**config.mk**
```make
export PLATFORM = sky130hd
export DESIGN_NAME = pqe_bank
export DESIGN_NICKNAME = d
export VERILOG_FILES = /design/src/rtl/pqe_pkg.sv /design/src/rtl/pqe_decode.sv /design/src/rtl/pqe_cell.sv /design/src/rtl/pqe_bank.sv
export SDC_FILE = /design/constraint.sdc
export NUM_CORES = 1
export LEC_CHECK = 0
export BUFFER_PORTS_ARGS = -buffer_cell sky130_fd_sc_hd__buf_4
export CAP_MARGIN = 20
export CORE_UTILIZATION = 40
export CTS_BUF_LIST = sky130_fd_sc_hd__clkbuf_4
export DETAILED_ROUTE_END_ITERATION = 8
export PLACE_DENSITY = 0.66
export SLEW_MARGIN = 5
export SYNTH_ARGS = -nofsm -noshare
export SYNTH_HDL_FRONTEND = slang
export SYNTH_SLANG_ARGS = --single-unit
```
**constraint.sdc**
```tcl
create_clock -name clk -period 6.5 [get_ports clk]
set_input_delay 1.3 -clock clk [delete_from_list [all_inputs] [get_ports clk]]
set_output_delay 1.3 -clock clk [all_outputs]
set_load 0.01 [all_outputs]
```
**src/rtl/pqe_pkg.sv**
```systemverilog
package pqe_pkg;

    typedef enum logic [1:0] {
        PQ_IDLE   = 2'b00,
        PQ_OFF    = 2'b01,
        PQ_PEND   = 2'b10,
        PQ_QUEUED = 2'b11
    } pq_state_t;

    typedef enum logic [2:0] {
        OP_NONE,
        OP_TRIG,
        OP_ASSERT,
        OP_DEASSERT,
        OP_EOI,
        OP_READ,
        OP_FORCE
    } pq_op_t;

    // management offset field addr[11:10]
    localparam logic [1:0] FLD_EOI   = 2'b00;
    localparam logic [1:0] FLD_STEOI = 2'b01;
    localparam logic [1:0] FLD_RW    = 2'b10;
    localparam logic [1:0] FLD_FORCE = 2'b11;

endpackage

```
**src/rtl/pqe_decode.sv**
```systemverilog
module pqe_decode
    import pqe_pkg::*;
#(
    parameter int N_SRC      = 16,
    parameter int PAGE_SHIFT = 13,
    parameter int SRC_W      = 4,
    parameter int ADDR_W     = 17
) (
    input  logic              mmio_valid,
    input  logic              mmio_write,
    input  logic [ADDR_W-1:0] mmio_addr,
    input  logic              trig_valid,
    input  logic [SRC_W-1:0]  trig_src,
    input  logic              trig_level,
    input  logic [N_SRC-1:0]  store_eoi_en,
    output pq_op_t            op,
    output logic [SRC_W-1:0]  op_src,
    output logic              src_ok,
    output pq_state_t         force_val,
    output logic              want_rsp
);
    localparam bit TWO_PAGE = (PAGE_SHIFT == 13) || (PAGE_SHIFT == 17);

    logic [SRC_W-1:0] page_src;
    logic             mgmt_view;
    logic [1:0]       fld;

    assign page_src  = mmio_addr[ADDR_W-1:PAGE_SHIFT];
    assign fld       = mmio_addr[11:10];
    assign force_val = pq_state_t'(mmio_addr[9:8]);

    generate
        if (TWO_PAGE) begin : g_split
            assign mgmt_view = mmio_addr[PAGE_SHIFT-1];
        end else begin : g_shared
            assign mgmt_view = 1'b1;
        end
    endgenerate

    always_comb begin
        op       = OP_NONE;
        op_src   = trig_src;
        src_ok   = 1'b0;
        want_rsp = 1'b0;
        if (mmio_valid) begin
            op_src   = page_src;
            src_ok   = (32'(page_src) < N_SRC);
            want_rsp = !mmio_write;
            if (src_ok) begin
                if (!mmio_write) begin
                    if (!mgmt_view) begin
                        op = OP_READ;
                    end else begin
                        unique case (fld)
                            FLD_EOI:   op = OP_EOI;
                            FLD_STEOI: op = OP_READ;
                            FLD_RW:    op = OP_READ;
                            FLD_FORCE: op = OP_FORCE;
                        endcase
                    end
                end else if (!mgmt_view) begin
                    op = OP_TRIG;
                end else if (store_eoi_en[page_src]) begin
                    unique case (fld)
                        FLD_STEOI: op = OP_EOI;
                        FLD_RW:    op = OP_TRIG;
                        default:   op = OP_NONE;
                    endcase
                end
            end
        end else if (trig_valid) begin
            src_ok = (32'(trig_src) < N_SRC);
            if (src_ok) op = trig_level ? OP_ASSERT : OP_DEASSERT;
        end
    end

endmodule

```
**src/rtl/pqe_cell.sv**
```systemverilog
module pqe_cell
    import pqe_pkg::*;
#(
    parameter logic [1:0] RESET_PQ = 2'b00
) (
    input  logic      clk,
    input  logic      rst_n,
    input  logic      sel,
    input  pq_op_t    op,
    input  pq_state_t force_val,
    input  logic      is_lvl,
    input  logic      chk_dis,
    output pq_state_t pq,
    output logic      fwd
);
    pq_state_t nxt;
    logic      asserted, nxt_as;
    pq_state_t after_eoi;

    always_ff @(posedge clk) begin
        if (!rst_n) begin
            pq       <= pq_state_t'(RESET_PQ);
            asserted <= 1'b0;
        end else begin
            pq       <= nxt;
            asserted <= nxt_as;
        end
    end

    // end-of-interrupt step before the level re-arm
    always_comb begin
        unique case (pq)
            PQ_PEND:   after_eoi = PQ_IDLE;
            PQ_OFF:    after_eoi = PQ_IDLE;
            PQ_QUEUED: after_eoi = PQ_PEND;
            PQ_IDLE:   after_eoi = PQ_IDLE;
        endcase
    end

    always_comb begin
        nxt    = pq;
        nxt_as = asserted;
        fwd    = 1'b0;
        if (sel) begin
            unique case (op)
                OP_TRIG, OP_ASSERT: begin
                    if (op == OP_ASSERT && is_lvl) nxt_as = 1'b1;
                    if (op == OP_TRIG || is_lvl || op == OP_ASSERT) begin
                        if (chk_dis) begin
                            fwd = 1'b1;
                        end else begin
                            unique case (pq)
                                PQ_IDLE:   begin nxt = PQ_PEND; fwd = 1'b1; end
                                PQ_PEND:   nxt = PQ_QUEUED;
                                PQ_QUEUED: nxt = PQ_QUEUED;
                                PQ_OFF:    nxt = PQ_OFF;
                            endcase
                        end
                    end
                end
                OP_DEASSERT: begin
                    if (is_lvl) nxt_as = 1'b0;
                end
                OP_EOI: begin
                    nxt = after_eoi;
                    fwd = (pq == PQ_QUEUED);
                    if (is_lvl && asserted && after_eoi == PQ_IDLE) begin
                        nxt = PQ_PEND;
                        fwd = 1'b1;
                    end
                end
                OP_FORCE: nxt = force_val;
                default: ;
            endcase
        end
    end

    assert_off_drops_R2: assert property (@(posedge clk) disable iff (!rst_n)
        (sel && op == OP_TRIG && !chk_dis && pq == PQ_OFF) |=> (pq == PQ_OFF));

    assert_queued_eoi_R3: assert property (@(posedge clk) disable iff (!rst_n)
        (sel && op == OP_EOI && pq == PQ_QUEUED) |=> (pq == PQ_PEND));

    assert_force_value_R4: assert property (@(posedge clk) disable iff (!rst_n)
        (sel && op == OP_FORCE) |=> (pq == $past(force_val)));

    assert_nochk_keeps_R8: assert property (@(posedge clk) disable iff (!rst_n)
        (sel && op == OP_TRIG && chk_dis) |=> $stable(pq));

endmodule

```
**src/rtl/pqe_bank.sv**
```systemverilog
module pqe_bank
    import pqe_pkg::*;
#(
    parameter int         N_SRC      = 16,
    parameter int         PAGE_SHIFT = 13,
    parameter int         DATA_W     = 64,
    parameter logic [1:0] RESET_PQ   = 2'b00,
    localparam int        SRC_W      = $clog2(N_SRC),
    localparam int        ADDR_W     = SRC_W + PAGE_SHIFT
) (
    input  logic              clk,
    input  logic              rst_n,
    input  logic [N_SRC-1:0]  lvl_map,
    input  logic [N_SRC-1:0]  store_eoi_en,
    input  logic [N_SRC-1:0]  pq_chk_dis,
    input  logic              mmio_valid,
    input  logic              mmio_write,
    input  logic [ADDR_W-1:0] mmio_addr,
    output logic              rsp_valid,
    output logic [DATA_W-1:0] rsp_data,
    input  logic              trig_valid,
    input  logic [SRC_W-1:0]  trig_src,
    input  logic              trig_level,
    output logic              trig_ready,
    output logic              notify_valid,
    output logic [SRC_W-1:0]  notify_src
);
    pq_op_t           op;
    logic [SRC_W-1:0] op_src;
    logic             src_ok;
    pq_state_t        force_val;
    logic             want_rsp;
    pq_state_t        pq_arr [N_SRC];
    logic [N_SRC-1:0] fwd_vec;

    assign trig_ready = !mmio_valid;

    pqe_decode #(
        .N_SRC(N_SRC), .PAGE_SHIFT(PAGE_SHIFT), .SRC_W(SRC_W), .ADDR_W(ADDR_W)
    ) i_decode (
        .mmio_valid(mmio_valid), .mmio_write(mmio_write), .mmio_addr(mmio_addr),
        .trig_valid(trig_valid), .trig_src(trig_src), .trig_level(trig_level),
        .store_eoi_en(store_eoi_en), .op(op), .op_src(op_src), .src_ok(src_ok),
        .force_val(force_val), .want_rsp(want_rsp)
    );

    generate
        for (genvar i = 0; i < N_SRC; i++) begin : g_src
            logic hit;
            assign hit = src_ok && (op != OP_NONE) && (op_src == SRC_W'(i));
            pqe_cell #(.RESET_PQ(RESET_PQ)) i_cell (
                .clk(clk), .rst_n(rst_n), .sel(hit), .op(op),
                .force_val(force_val), .is_lvl(lvl_map[i]),
                .chk_dis(pq_chk_dis[i]), .pq(pq_arr[i]), .fwd(fwd_vec[i])
            );
        end
    endgenerate

    always_ff @(posedge clk) begin
        if (!rst_n) begin
            rsp_valid    <= 1'b0;
            rsp_data     <= '0;
            notify_valid <= 1'b0;
            notify_src   <= '0;
        end else begin
            rsp_valid    <= want_rsp;
            rsp_data     <= (want_rsp && src_ok) ?
                            {{(DATA_W-2){1'b0}}, pq_arr[op_src]} : '0;
            notify_valid <= |fwd_vec;
            notify_src   <= op_src;
        end
    end

    assert_rsp_from_load_R4: assert property (@(posedge clk) disable iff (!rst_n)
        rsp_valid |-> $past(mmio_valid && !mmio_write));

    assert_notify_cause_R10: assert property (@(posedge clk) disable iff (!rst_n)
        notify_valid |-> $past(mmio_valid || trig_valid));

    assert_single_fwd_R10: assert property (@(posedge clk) disable iff (!rst_n)
        $onehot0(fwd_vec));

    assert_store_silent_R5: assert property (@(posedge clk) disable iff (!rst_n)
        (mmio_valid && mmio_write) |=> !rsp_valid);

endmodule

```
==> results.sh, run 1 <==
export IMPL_status="completed"
export IMPL_cp_slowest_cell="nand2b_1"
export IMPL_rrSetupSlack_ns=4.88
export IMPL_synthAdderAreaFrac=0.00852
export IMPL_p_leak_nw=2.06
export IMPL_yosys_register_bits=56
export IMPL_yosys_cell_types_count=49
export IMPL_io_buffers=75
export IMPL_critPathKind="input pin to flop"
export IMPL_core_um2=10500
export IMPL_viasPerCell=5.87
export IMPL_ys_flop_type="dfxtp_1"
export IMPL_syn_to_final_growth_pct=10.9
export IMPL_synth_edff_count=0
export IMPL_synth_compound_area_share=0.262
export IMPL_finalClockSkew_ns=0.0163
export IMPL_min_from="g_src[8].i_cell.asserted"
export IMPL_crit_path_start_kind="input pin"
export IMPL_synthCells=605
export IMPL_hold_viol=0
export IMPL_place_congestion=0.845
export IMPL_detail_route_first_pass_iterations=6
export IMPL_vdd_drop_max_v=0.0000795
export IMPL_min_path_type="flop to flop"
export IMPL_rows=37
export IMPL_clk_pin_slew_worst_paths_ns=0.16
export IMPL_postLayoutSetupSlackWorst_ns=1.86
export IMPL_grt_pass1_vias=4143
export IMPL_holdWs_ns=0.546
export IMPL_pre_cts_ws_ns=1.47
export IMPL_wirelength_um=13700
export IMPL_cts_hold_buffers_added=0
export IMPL_die_w_um=107
export IMPL_tns_ns=0
export IMPL_clock_latency_ns=0.40
export IMPL_numCtsBuffers=5
export IMPL_detail_route_antenna_nets=0
export IMPL_cp_buffers_inverters=2
export IMPL_async_flop_share=0
export IMPL_grt_pass1_wl_um=21300
export IMPL_yosys_area_share_simple=0.253
export IMPL_fin_nets=734
export IMPL_worst_pin_slew_ns=1.14
export IMPL_seq_area_frac_synth=0.255
export IMPL_setup_viol=0
export IMPL_crit_required_ns=6.84
export IMPL_root_buffer="clkbuf_4"
export IMPL_ys_warn_count=0
export IMPL_fin_cells=793
export IMPL_drive_gt1_frac=0.184
export IMPL_antenna_found_initial=0
export IMPL_end_kind="flop"
export IMPL_wl_per_cell_um=17.3
export IMPL_rsz0062_at_grt="no"
export IMPL_grt_max_degree=32
export IMPL_die_h_um=107
export IMPL_clockBufferDepth=2
export IMPL_antenna_cells=0
export IMPL_power_density_nw_per_um2=158
export IMPL_cts_tree="done"
export IMPL_cpMostUsedCell="buf_4"
export IMPL_synth_xor_area_frac=0
export IMPL_initial_core_util=0.419
export IMPL_drc=0
export IMPL_drt_iter0_drc=420
export IMPL_final_cell_mix="nor2_1, nand2_1, buf_4"
export IMPL_muxShareOfSynthArea=0.0699
export IMPL_grt_ovfl_total=0
export IMPL_dieArea_um2=11400
export IMPL_ios=146
export IMPL_synth_top_family_by_area="compound AO/OA/AOI/OAI gates"
export IMPL_startpoint="mmio_addr[13]"
export IMPL_place_hpwl_um=9280
export IMPL_vias=4658
export IMPL_cts_resized=0
export IMPL_netlist_area_um2=4400
export IMPL_final_common_cell="nor2_1"
export IMPL_crit_path_cell_trace="buf_4 > mux4_2 > a2bb2oi_1 > a22o_1 > a21boi_4 > and2_4 > and3_1 > buf_4 > nand2b_1 > o221a_2"
export IMPL_fin_crit_sh=0.715
export IMPL_cp_top_family="simple AND/OR/NAND/NOR gates"
export IMPL_grt_usage=0.236
export IMPL_max_stage_delay_ns=0.66
export IMPL_avgSynthCellArea_um2=7.28
export IMPL_finalCriticalPeriod_ns=4.64
export IMPL_dp_cells=785
export IMPL_cts_max_level=2
export IMPL_cts_sinks=56
export IMPL_drv_cap=0
export IMPL_slew_headroom=0.234
export IMPL_path_max_fanout=31
export IMPL_slew_viol_final=0
export IMPL_timing_rr_start="g_src[10].i_cell.pq[0]"
export IMPL_arrival_ns=4.99
export IMPL_clock_fmax_mhz=215
export IMPL_post_cts_setup_buffer_count=0
==> registers in the layout (all words and copies together) (netlist names) <==
signal and cells:
notify_src 4, notify_valid 1, g_src.i_cell.pq 32, rsp_data 2, rsp_valid 1, g_src.i_cell.asserted 16
==> where the power goes <==
group | switching [mW] | internal (mW)
sequential | 0.00378 | 0.349
combinational | 0.140 | 0.0749
clock | 0.122 | 0.0803
total | 0.266 | 0.504
==> tightest hold or removal path: cells and delay by family, from the launching register on <==
family           cells  cell delay (ns)
DFF                  1             0.38
muxes                1             0.08
and+or+nand+nor      1             0.07
==> metrics by stage <==
step | cell area, um2 | utilization | power [mW]
after global placement | 4810 | 0.457 | 0.567
after floorplan | 4630 | - | 0.514
final | 4890 | 0.465 | 0.770
after global routing | 4890 | 0.465 | 0.803
after detailed placement | 4810 | 0.457 | 0.570
after CTS | 4890 | 0.465 | 0.762
==> final timing paths <==
kind              depth (start not counted)                       end
setup / recovery                         10     g_src[9].i_cell.pq[0]
hold / removal                            2  g_src[8].i_cell.asserted
setup reg to reg                          5               rsp_data[0]
hold reg to reg                           2  g_src[8].i_cell.asserted
==> routing by layer <==
metal | track usage | wire length [um] | part of all wire | up-vias
met5 | 0 | 0 | 0 | -
met4 | 0.0607 | 276 | 0.020 | 0
met3 | 0.0365 | 1070 | 0.078 | 34
met2 | 0.404 | 6620 | 0.48 | 242
met1 | 0.309 | 5740 | 0.42 | 2223
li1 | - | - | - | 2159
==> synthesized netlist by cell type, drive strengths merged (4+ instances only) <==
| cell type | number | area [um2] |
|---|---|---|
| nor2 | 104 | 390 |
| nand2 | 87 | 327 |
| buf | 76 | 551 |
| dfxtp | 56 | 1120 |
| nand3 | 28 | 145 |
| o21ai | 28 | 140 |
| o221a | 27 | 304 |
| clkbuf | 24 | 90.1 |
| mux2i | 24 | 240 |
| a21oi | 19 | 95.1 |
| a22oi | 18 | 135 |
| o22ai | 15 | 93.8 |
| nand4 | 14 | 87.6 |
| and3 | 11 | 68.8 |
| a31oi | 10 | 62.6 |
| inv | 7 | 26.3 |
| a311oi | 6 | 52.6 |
| and2 | 5 | 33.8 |
| nor2b | 4 | 25.0 |
| o21a | 4 | 30.0 |
| o221ai | 4 | 35.0 |
==> kinds of logic after synthesis <==
family | after synthesis
buffers and inverters | 107
AND/OR/NAND/NOR | 258
other | 1
AO/OA/AOI/OAI | 152
adder cells (fa/ha/maj) | 3
multiplexers | 28
flip-flops | 56
==> final cells by class <==
type,count,area [um2]
fill,1089,5620
multi-input combinational,503,2870
sequential,56,1120
timing repair buffer,83,623
tap,136,170
clock inverter,3,42.5
clock buffer,5,37.5
inverter,7,26.3
Note: power is estimated with default switching activity, not from simulation.
==> inputs of run 2 (changes only) <==
PLACE_DENSITY = 0.68   (was 0.66)
clock period = 4 ns   (was 6.5 ns; I/O delays follow)
==> run 2 against run 1 <==
  * Cell count increased by 2.0%
  * Critical path depth down 1
  * Sequential share of layout area is 0.51 points lower
  * Design area up 2.3%
  * Worst setup slack worse by 1.2 ns
  * Wire length rose by 2.4%
==> results.sh, run 2 (synthesis gave the netlist of run 1 again) <==
export IMPL_wl_per_cell_um=17.3
export IMPL_largest_reg_flops=32
export IMPL_die_h_um=107
export IMPL_final_common_cell="nor2_1"
export IMPL_cts_hold_buffers_added=0
export IMPL_postLayoutSetupSlackWorst_ns=0.652
export IMPL_setup_viol=0
export IMPL_fin_nets=750
export IMPL_pre_cts_ws_ns=0.276
export IMPL_fin_util=0.475
export IMPL_syn_to_final_growth_pct=13.4
export IMPL_fin_cells=809
export IMPL_top_register="g_src.i_cell.pq"
export IMPL_rows=37
export IMPL_finalClockSkew_ns=0.0213
export IMPL_viasPerCell=5.83
export IMPL_pwr_share_comb=0.291
export IMPL_cts_max_level=2
export IMPL_vias=4715
export IMPL_placedInstanceArea_um2=4920
export IMPL_dieArea_um2=11400
export IMPL_grt_usage=0.249
export IMPL_slew_headroom=0.363
export IMPL_finalCriticalPeriod_ns=3.35
export IMPL_clk_pin_slew_worst_paths_ns=0.16
export IMPL_post_cts_setup_buffer_count=0
export IMPL_grt_pass1_vias=4491
export IMPL_rsz0062_at_grt="no"
export IMPL_max_stage_delay_ns=0.59
export IMPL_cts_sinks=56
export IMPL_holdWs_ns=0.547
export IMPL_antenna_cells=0
export IMPL_p_sw_mw=0.431
export IMPL_clock_latency_ns=0.41
export IMPL_swShare=0.342
export IMPL_io_buffers=75
export IMPL_arrival_ns=3.67
export IMPL_drc=0
export IMPL_drive_gt1_frac=0.199
export IMPL_antenna_found_initial=0
export IMPL_end_kind="flop"
export IMPL_wirelength_um=14000
export IMPL_min_path_type="flop to flop"
export IMPL_clock_fmax_mhz=299
export IMPL_detail_route_first_pass_iterations=8
export IMPL_numCtsBuffers=5
export IMPL_drv_cap=0
export IMPL_vdd_drop_max_v=0.000139
export IMPL_grt_max_degree=31
export IMPL_path_max_fanout=12
export IMPL_core_um2=10500
export IMPL_grt_pass1_wl_um=22500
export IMPL_root_buffer="clkbuf_4"
export IMPL_finalPower_mw=1.26
export IMPL_p_leak_nw=2.13
export IMPL_die_w_um=107
export IMPL_crit_required_ns=4.32
export IMPL_fin_crit_sh=0.837
export IMPL_clockBufferDepth=2
export IMPL_power_density_nw_per_um2=252
export IMPL_cp_slowest_cell="and2b_1"
export IMPL_intPower_mw=0.830
export IMPL_dp_cells=801
export IMPL_grt_ovfl_total=0
export IMPL_critPathKind="input pin to flop"
export IMPL_initial_core_util=0.419
export IMPL_stdcell_area_um2=5000
export IMPL_crit_path_start_kind="input pin"
export IMPL_hold_viol=0
export IMPL_place_congestion=0.905
export IMPL_drt_iter0_drc=333
export IMPL_cts_resized=0
export IMPL_place_hpwl_um=9910
export IMPL_slew_viol_final=0
export IMPL_crit_path_cell_trace="buf_4 > mux4_2 > a2bb2oi_1 > a22o_1 > a21oi_1 > a21boi_0 > and2b_1 > nand3_1 > o221a_2"
export IMPL_tns_ns=0
export IMPL_worst_pin_slew_ns=0.953
export IMPL_ios=146
export IMPL_status="completed"
export IMPL_final_cell_mix="nor2_1, buf_4, nand2_1"
export IMPL_reg_largest_list="g_src.i_cell.pq x32, g_src.i_cell.asserted x16, notify_src x4"
export IMPL_detail_route_antenna_nets=0
export IMPL_seq_power_share=0.455
export IMPL_cts_tree="done"
export IMPL_clockPowerShare=0.254
run 2: cell types whose count changed in the layout (fill, tap and decap cells not counted):
cell	delta
a211oi_1	+1
buf_4	+16
clkinv_2	-1
clkinvlp_4	-1
a211oi_2	-1
clkinv_1	+2
run 2: worst max-delay path: cells and delay by family:
family,cells,cell delay (ns)
AOI/OAI and AO/OA,5,1.54
and+or+nand+nor,2,0.85
muxes,1,0.33
buffers and inverters,1,0.15
run 2: final timing paths:
check	startpoint	cells past startpoint	end	slack, ns
max	mmio_addr[13]	9	g_src[10].i_cell.pq[1]	0.65
min reg2reg	g_src[12].i_cell.asserted	2	g_src[12].i_cell.asserted	0.55
min	g_src[12].i_cell.asserted	2	g_src[12].i_cell.asserted	0.55
max reg2reg	g_src[8].i_cell.pq[1]	5	rsp_data[1]	2.31
run 2: final cells by class:
| cell class | instances | area [um2] |
|---|---|---|
| Fill cell | 1051 | 5510 |
| Tap cell | 136 | 170 |
| Inverter | 7 | 26.3 |
| Sequential cell | 56 | 1120 |
| Clock inverter | 3 | 37.5 |
| Clock buffer | 5 | 37.5 |
| Timing Repair Buffer | 99 | 743 |
| Multi-Input combinational cell | 503 | 2860 |
run 2: per-layer routing:
metal	vias up	GRT usage	share of wire
li1	2188	-	-
met1	2204	0.319	0.40
met2	286	0.413	0.47
met3	37	0.0456	0.10
met4	0	0.0930	0.024
met5	-	0	0
run 2: power groups by stage:
stage | sequential [mW] | clock, mW | combinational, mW
finish | 0.573 | 0.320 | 0.367
floorplan | 0.586 | 0 | 0.250
detailed placement | 0.585 | 0 | 0.357
global placement | 0.585 | 0 | 0.351
CTS | 0.573 | 0.325 | 0.359
global route | 0.575 | 0.349 | 0.396
